File: config.mk
export PLATFORM = sky130hd
export DESIGN_NAME = booth_csa_step
export DESIGN_NICKNAME = d
export VERILOG_FILES = /design/src/rtl/booth_csa_pkg.sv /design/src/rtl/booth_digit_dec.sv /design/src/rtl/booth_addend_gen.sv /design/src/rtl/csa_cell.sv /design/src/rtl/booth_csa_step.sv
export SDC_FILE = /design/constraint.sdc
export NUM_CORES = 1
export LEC_CHECK = 0
export BUFFER_PORTS_ARGS = -buffer_cell sky130_fd_sc_hd__buf_4
export CAP_MARGIN = 10
export CORE_MARGIN = 2
export CORE_UTILIZATION = 44
export DETAILED_ROUTE_END_ITERATION = 8
export PLACE_DENSITY = 0.73
export SKIP_LAST_GASP = 1
export SLEW_MARGIN = 15
export SYNTH_ARGS = -nofsm -noshare
export SYNTH_HDL_FRONTEND = slang
export SYNTH_SLANG_ARGS = --single-unit
File: constraint.sdc
create_clock -name vclk -period 4.53
set_input_delay 0.6795 -clock vclk [all_inputs]
set_output_delay 0.6795 -clock vclk [all_outputs]
set_load 0.005 [all_outputs]
File: src/rtl/booth_csa_pkg.sv
// Package: shared Booth selection type and the group-to-digit recoding rule.
// Assumes three-bit groups ordered {upper, middle, lower}.
package booth_csa_pkg;

    typedef struct packed {
        logic neg;   // negative digit: invert, pending +1
        logic one;   // magnitude 1
        logic two;   // magnitude 2
    } booth_sel_t;

    // Recode one overlapping group into a signed-digit selection.
    function automatic booth_sel_t booth_recode(input logic [2:0] grp);
        booth_sel_t s;
        s = '0;
        unique case (grp)
            3'b000, 3'b111: s = '0;
            3'b001, 3'b010: s.one = 1'b1;
            3'b011:         s.two = 1'b1;
            3'b100:         begin s.neg = 1'b1; s.two = 1'b1; end
            3'b101, 3'b110: begin s.neg = 1'b1; s.one = 1'b1; end
            default:        s = '0;
        endcase
        return s;
    endfunction

endpackage

File: src/rtl/booth_digit_dec.sv
// Module: booth_digit_dec
// Turns one three-bit multiplier group into a signed-digit selection.
// Assumes the group is {w[2k+1], w[2k], w[2k-1]}.
module booth_digit_dec
    import booth_csa_pkg::*;
(
    input  logic [2:0] grp,
    output booth_sel_t sel
);

    // Recode the group.
    always_comb sel = booth_recode(grp);

    // Check the selection against the arithmetic digit value.
    always_comb begin
        AST_DIGIT_MAG_EXCL: assert (!(sel.one && sel.two))
            else $error("digit selects both magnitudes");
        AST_DIGIT_VALUE: assert ((int'(grp[1]) + int'(grp[0]) - 2*int'(grp[2]))
                                 == (sel.neg ? -1 : 1) * (sel.two ? 2 : (sel.one ? 1 : 0)))
            else $error("digit value mismatch");
        AST_ZERO_NO_NEG: assert (sel.one || sel.two || !sel.neg)
            else $error("zero digit has pending carry");
    end

endmodule

File: src/rtl/booth_addend_gen.sv
// Module: booth_addend_gen
// Forms the addend for one digit: extend, scale by 1 or 2, shift by 2k,
// then invert for negative digits. The caller injects the pending +1.
// Assumes SHIFT + 1 + WIDTH <= ACC_W.
module booth_addend_gen
    import booth_csa_pkg::*;
#(
    parameter int WIDTH = 32,
    parameter int ACC_W = 66,
    parameter int SHIFT = 0
) (
    input  logic [WIDTH-1:0] mcand,
    input  logic             sgn_mode,
    input  booth_sel_t       sel,
    output logic [ACC_W-1:0] addend,
    output logic             pend_one
);

    localparam int EXT_W = ACC_W - WIDTH;

    logic [ACC_W-1:0] ext;
    logic [ACC_W-1:0] mag;
    logic [ACC_W-1:0] shifted;

    // Extend the multiplicand to the working width according to the mode.
    always_comb ext = {{EXT_W{sgn_mode & mcand[WIDTH-1]}}, mcand};

    // Select magnitude, weight it, then invert (shift before inversion).
    always_comb begin
        mag      = sel.two ? (ext << 1) : (sel.one ? ext : '0);
        shifted  = mag << SHIFT;
        addend   = sel.neg ? ~shifted : shifted;
        pend_one = sel.neg;
    end

    // Guard the negation ordering and the zero-digit addend.
    always_comb begin
        AST_NEG2_LSB_SET: assert (!(sel.neg && sel.two) || addend[SHIFT])
            else $error("-2 addend lacks a 1 at its weight bit");
        AST_ZERO_ADDEND: assert (sel.one || sel.two || (addend == '0 && !pend_one))
            else $error("zero digit gave a nonzero addend");
        AST_LOW_BITS_WEIGHT: assert (sel.neg || (addend & ((ACC_W'(1) << SHIFT) - ACC_W'(1))) == '0)
            else $error("positive addend below its weight");
    end

endmodule

File: src/rtl/csa_cell.sv
// Module: csa_cell
// One 3:2 carry-save adder of working width, with a one-bit injection
// into the freed carry LSB. Assumes wrap-around modulo 2^ACC_W.
module csa_cell #(
    parameter int ACC_W = 66
) (
    input  logic [ACC_W-1:0] a,
    input  logic [ACC_W-1:0] b,
    input  logic [ACC_W-1:0] c,
    input  logic             inj,
    output logic [ACC_W-1:0] s,
    output logic [ACC_W-1:0] cy
);

    logic [ACC_W-1:0] maj;

    // Bitwise sum and majority; carry moves up one place, injection fills bit 0.
    always_comb begin
        s   = a ^ b ^ c;
        maj = (a & b) | (a & c) | (b & c);
        cy  = {maj[ACC_W-2:0], inj};
    end

    // The cell must conserve the arithmetic total of its operands.
    always_comb begin
        AST_CSA_CONSERVE: assert (ACC_W'(a + b + c + ACC_W'(inj)) == ACC_W'(s + cy))
            else $error("carry-save cell lost value");
        AST_INJECT_LSB: assert (cy[0] == inj)
            else $error("injection not at carry bit 0");
    end

endmodule

File: src/rtl/booth_csa_step.sv
// Module: booth_csa_step (top)
// One combinational multiplier step: recode a window into DIGITS Booth
// digits, build the addends and fold them with the feedback through a
// chain of carry-save cells. Assumes the window is already extended above
// the multiplier top by the sequencer.
module booth_csa_step
    import booth_csa_pkg::*;
#(
    parameter int WIDTH  = 32,
    parameter int DIGITS = 4,
    parameter int ACC_W  = 2*WIDTH + 2
) (
    input  logic [WIDTH-1:0]    mcand,
    input  logic [2*DIGITS-1:0] mult_win,
    input  logic                mult_below,
    input  logic                sgn_mode,
    input  logic [ACC_W-1:0]    sum_in,
    input  logic [ACC_W-1:0]    carry_in,
    output logic [ACC_W-1:0]    sum_out,
    output logic [ACC_W-1:0]    carry_out
);

    localparam int WIN_W = 2*DIGITS;

    logic [WIN_W:0]   win_ext;
    logic [ACC_W-1:0] sum_chain   [DIGITS+1];
    logic [ACC_W-1:0] carry_chain [DIGITS+1];

    // Append the bit below the window so every group is a plain slice.
    always_comb win_ext = {mult_win, mult_below};

    // Feedback enters the head of the chain.
    always_comb begin
        sum_chain[0]   = sum_in;
        carry_chain[0] = carry_in;
    end

    for (genvar k = 0; k < DIGITS; k++) begin : g_digit
        booth_sel_t       sel;
        logic [ACC_W-1:0] addend;
        logic             pend;

        booth_digit_dec u_dec (
            .grp (win_ext[2*k+2 -: 3]),
            .sel (sel)
        );

        booth_addend_gen #(
            .WIDTH (WIDTH),
            .ACC_W (ACC_W),
            .SHIFT (2*k)
        ) u_add (
            .mcand    (mcand),
            .sgn_mode (sgn_mode),
            .sel      (sel),
            .addend   (addend),
            .pend_one (pend)
        );

        csa_cell #(
            .ACC_W (ACC_W)
        ) u_csa (
            .a   (sum_chain[k]),
            .b   (carry_chain[k]),
            .c   (addend),
            .inj (pend),
            .s   (sum_chain[k+1]),
            .cy  (carry_chain[k+1])
        );
    end

    // The tail of the chain is the step result.
    always_comb begin
        sum_out   = sum_chain[DIGITS];
        carry_out = carry_chain[DIGITS];
    end

    // A window recoding to all-zero digits must leave the total untouched.
    always_comb begin
        AST_IDLE_WINDOW: assert (!((win_ext == '0) || (win_ext == '1))
                                 || ACC_W'(sum_out + carry_out) == ACC_W'(sum_in + carry_in))
            else $error("idle window changed the total");
        AST_TOP_CARRY_LSB: assert (carry_out[0] ==
                                   (win_ext[WIN_W] & ~(win_ext[WIN_W-1] & win_ext[WIN_W-2])))
            else $error("carry LSB does not track the top digit sign");
    end

endmodule

After elaboration in Yosys (flattened, before gate mapping)
Index checks and enable logic that the tools add are counted.

Flip-flop bits (word level): 0. Bits of input ports: 174. Output and inout bits: 132.

Equality and inequality tests: 24. Muxes and demuxes: 24. Bitwise gates (word level): 33. Reductions and logical operators: 12.

Operators by type and width (number): 65-bit bitwise AND (12); 66-bit XOR (8); 65-bit bitwise OR (8); 66-bit 2-to-1 mux (6); 66-bit inverter (4); 64-bit 2-to-1 mux (2); 62-bit 2-to-1 mux (2); 60-bit 2-to-1 mux (2); 3-bit == test (second input constant) (12); 3-bit by 2-bit == test with 1-bit output (second input constant) (8); 4-bit OR reduction (4); 3-bit by 1-bit == test with 1-bit output (second input constant) (4); 1-bit 2-to-1 mux (12); 3-bit OR reduction (4); 2-bit OR reduction (4); 1-bit bitwise AND (1).

Longest topological paths before layout
Depth in word-level cells: 19. Mapped depth: 12. Depth with buffers taken out: 10.

By module
From an unflattened synthesis, not the netlist that was laid out.

Cell total of the unflattened synthesis: 1200. Area total of the unflattened synthesis: 12772.2 um2.

By module, submodules not included: booth_addend_gen (instances 4, cells an instance 228, area an instance 1829.3 um2, sequential area each 0.0 um2); csa_cell (instances 4, cells an instance 67, area an instance 1332.5 um2, sequential area each 0.0 um2); booth_digit_dec (instances 4, cells an instance 5, area an instance 31.3 um2, sequential area each 0.0 um2).

Worst setup path after synthesis
OpenSTA, ideal clock, no wires.

Path kind: input to output. Start point: input mult_win[0]. End point: output sum_out[39]. Arrival: 4211 ps. Required time: 3851 ps. Setup slack: -361 ps. Cell stages on the path: 9. Buffers on the path: 1. Cell sequence: clkbuf_1 > o211ai_1 > o22ai_4 > inv_1 > fa_1 > fa_1 > inv_1 > fa_1 > fa_1.

Word-level cells in the longest chain between the ends: 18. Elaborated cells between the ends (all ways): 37. Those cells by class: eq/ne: 6; mux: 6; bitwise: 22; reduce/logical: 3.

RTL lines: start: declaration (RTL line booth_csa_step.sv:14) `input logic [2*DIGITS-1:0] mult_win,`; 3-bit by 1-bit == test with 1-bit output (tied with other cells) (RTL line booth_csa_pkg.sv:15) `unique case (grp)`; 4-bit OR reduction (no line); 1-bit 2-to-1 mux (RTL line booth_csa_pkg.sv:15); 66-bit 2-to-1 mux (2 in series) (RTL line booth_addend_gen.sv:30) `mag = sel.two ? (ext << 1) : (sel.one ? ext : '0);`; 66-bit inverter (RTL line booth_addend_gen.sv:32) `addend = sel.neg ? ~shifted : shifted;`; 66-bit 2-to-1 mux * (RTL line booth_addend_gen.sv:32); 65-bit bitwise AND (RTL line csa_cell.sv:20) `maj = (a & b) | (a & c) | (b & c);`; 65-bit bitwise OR (2 in series) (RTL line csa_cell.sv:20); 65-bit bitwise AND (RTL line csa_cell.sv:20); 65-bit bitwise OR (2 in series) (RTL line csa_cell.sv:20); 65-bit bitwise AND (RTL line csa_cell.sv:20); 65-bit bitwise OR (2 in series) (RTL line csa_cell.sv:20); 66-bit XOR * (2 in series) (RTL line csa_cell.sv:19) `s = a ^ b ^ c;`; end: declaration (RTL line booth_csa_step.sv:19) `output logic [ACC_W-1:0] sum_out,`.

Every way passes the cells marked *; elsewhere a longest branch is shown, timed or not.

Worst setup path after layout
Start point: input mult_below. End point: output sum_out[59].

Word-level cells in the longest chain between the ends: 18. Elaborated cells between the ends (all ways): 37. Those cells by class: eq/ne: 6; mux: 6; bitwise: 22; reduce/logical: 3.

RTL lines: start: declaration (RTL line booth_csa_step.sv:15) `input logic mult_below,`; 3-bit by 1-bit == test with 1-bit output (tied with other cells) (RTL line booth_csa_pkg.sv:15); 4-bit OR reduction (no line); 1-bit 2-to-1 mux (RTL line booth_csa_pkg.sv:15); 66-bit 2-to-1 mux (2 in series) (RTL line booth_addend_gen.sv:30); 66-bit inverter (RTL line booth_addend_gen.sv:32); 66-bit 2-to-1 mux * (RTL line booth_addend_gen.sv:32); 65-bit bitwise AND (RTL line csa_cell.sv:20); 65-bit bitwise OR (2 in series) (RTL line csa_cell.sv:20); 65-bit bitwise AND (RTL line csa_cell.sv:20); 65-bit bitwise OR (2 in series) (RTL line csa_cell.sv:20); 65-bit bitwise AND (RTL line csa_cell.sv:20); 65-bit bitwise OR (2 in series) (RTL line csa_cell.sv:20); 66-bit XOR * (2 in series) (RTL line csa_cell.sv:19).

Marks and branches as above.

==> out/qor.txt <==
======================================================================================
Outcome ................................................................. complete, but fails checks
Violated checks ......................................................... setup timing
Share of post-route cells with drive strength above 1 ...................       32.54%
Number of iterations in the first detailed-routing pass .................            6
Most common cell after layout, fill and taps aside ......................        buf_4
Core Footprint ..........................................................   21960 um^2
Combinational share of power ............................................       100.0%
Count of final setup violators ..........................................           15
Gate Count Post-Synth ...................................................         1129
Buffers and inverters on the worst path .................................            6
Total cell area at the placement stage ..................................   12990 um^2
Vias ....................................................................         8840
Number of buffers inserted by hold repair at cts ........................            0
Initial core utilization ................................................       45.07%
Switching power of the nets .............................................      2364 uW
Seq_cells ...............................................................            0
Dominant cell type by area after synthesis ..............................         fa_1
Clock period minus final worst setup slack ..............................      4568 ps
Remaining max-slew budget at the tightest pin ...........................       59.10%
Maximum Capacitance Violations ..........................................            0
Sequential Area .........................................................       0 um^2
Total routing usage reported by global routing ..........................       26.47%
Die outline width .......................................................     154.0 um
Fin worst setup slack ...................................................    -38.37 ps
Maximum clock frequency .................................................   0.2189 GHz
Largest fanout of any net on the critical path ..........................            5
Int Pwr .................................................................      2698 uW
Minimum setup slack after placement .....................................    -118.1 ps
Final net count .........................................................         1871
Netlist area before placement ...........................................    9897 um^2
Routed Wire Length ......................................................     32.43 mm
Area of the die .........................................................   23710 um^2
Data arrival time of the critical path ..................................      3890 ps
Synth Net Count .........................................................         1566
Top cell type's share of synthesized area ...............................       52.19%
Transition time of the tightest slew-check pin ..........................     600.6 ps
Most frequent CP cell ...................................................         fa_1
Worst vdd ir ............................................................    0.3624 mV
Mean Syn Cell Area ......................................................   8.766 um^2
Final cycle utilization of the critical path ............................       100.8%
# DRC ...................................................................            0
Distinct cell type count of the synthesized netlist .....................           43
Setup TNS ...............................................................    -250.9 ps
Number of placed instances, taps included ...............................         1698
Master of the slowest instance on the critical path .....................         fa_2
Overflow left after global routing ......................................            0
Worst Setup Start Kind .................................................. primary input
Critical path data required time ........................................      3850 ps
Diode count .............................................................            0
Vias in the first global route ..........................................         9329
Setup CP Type ........................................................... primary input to output port
Share of power burned in the clock network ..............................           0%
Global-route wire length before repair ..................................     49.70 mm
Std cell rows ...........................................................           54
Sequential fraction of design power .....................................           0%
Hold Vio Cnt, Final .....................................................            0
Top area cells in the synthesized netlist ............................... fa_1 52%, inv_1 10%, xnor2_1 9.3%
Most frequent cells in the layout ....................................... 359 x buf_4, 265 x inv_1, 235 x fa_1
Weighted congestion reported at the end of routability-driven placement .       0.8955
Peak per-stage delay on the critical path ...............................       560 ps
Series of cell instances along the critical path ........................ buf_8 -> a21bo_4 -> o22ai_4 -> clkinvlp_4 -> buf_6 -> buf_6 -> fa_1 -> fa_1 -> inv_1 -> fa_1 -> fa_2 -> buf_4
Max-slew violation count ................................................            0
Post-detail-place hpwl ..................................................     25.71 mm
Number of nets still failing antenna checks after routing ...............            0
Final std cell area, no fill ............................................   13490 um^2
Routed vias/inst ........................................................        5.164
Leakage Power ...........................................................  0.006665 uW
Count of placed standard cells in the final layout, fillers left out ....         1712
Average wire length per cell after detail routing .......................     18.94 um
PD cells ................................................................ 375.2 nW/um^2
Fraction of power spent switching nets ..................................       46.70%
Area added between synthesis and finish .................................       36.35%
Number of buffer cells added on primary ports ...........................          306
Family of cells with the greatest summed delay on the critical path .....  adder cells
Clock buffer instance count of the final layout .........................            0
Number of antenna violations at the first check in global routing .......            0
Die span in y ...........................................................     154.0 um
Type of the tightest min-delay check .................................... primary input to output port
Number of top-level pins ................................................          306
Maximum number of pins on one net before global-route repair ............           32
Sequential-to-total area share from yosys stat ..........................           0%
CP Capture Type .........................................................  output port
Post-layout total power .................................................      5063 uW
Yosys warns .............................................................            0
First DRT Iteration DRCs ................................................          562
Setup repair after global routing missed its margin .....................         true
======================================================================================
## logic make-up (layout without fill, tap and decap cells)
kind of cell / after synthesis / after routing / share of synthesized area (%)
adders and majority gates: 263 / 263 / 52.82
AOI/OAI and AO/OA: 178 / 178 / 12.10
muxes: 3 / 3 / 0.3161
xor gates and xnor gates: 140 / 140 / 12.74
buffers and inverters: 362 / 665 / 14.10
and+or+nand+nor: 183 / 183 / 7.927
## worst paths after layout
| path | from | to | slack, ps | cells after the start |
|---|---|---|---|---|
| worst max-delay path | mult_below | sum_out[59] | -40 | 12 |
| worst min-delay path | mult_win[7] | sum_out[0] | 1830 | 4 |
## metrics by stage
step | utilization (%) | hold WS, ps
final | 61.45 | 1830
after global placement | 59.13 | 1847
after floorplan | - | 1518
after detailed placement | 59.13 | 1838
after global routing | 61.45 | 1861
after CTS | 59.46 | 1839
## power by group through the flow
stage	clock (uW)	combinational, uW	sequential [uW]
finish	0	5060	0
global route	0	5670	0
CTS	0	5020	0
detailed placement	0	4960	0
global placement	0	4900	0
floorplan	0	2510	0
## metal layers
layer	track usage (%)	routed length [um]
met3	5.214	2730
met1	32.95	12100
met5	0	0
met4	6.186	956
met2	47.55	16640
## what timing repair did
item	CTS	global route
pin swaps	5	9
gates cloned	0	7
gates resized for setup	18	80
setup buffers	2	5
endpoints found under the setup margin	49	98
## synth_stat cells, drive strengths merged (2+ instances only)
library cell,n
a211oi,61
a21bo,2
a21o,2
a21oi,33
a22oi,31
and2,2
and3,30
buf,20
clkbuf,70
fa,258
ha,5
inv,272
mux2i,2
nand2,13
nand3,2
nor2,131
o211ai,3
o21ai,37
o22ai,2
xnor2,106
xnor3,2
xor2,32
## area by class of cell
class,count,area [um^2]
Tap cell,280,350.3
Multi-Input combinational cell,767,8786
Fill cell,1882,8464
Inverter,272,1025
Timing Repair Buffer,393,3333
No activity file was read; power rests on OpenSTA's default activity.
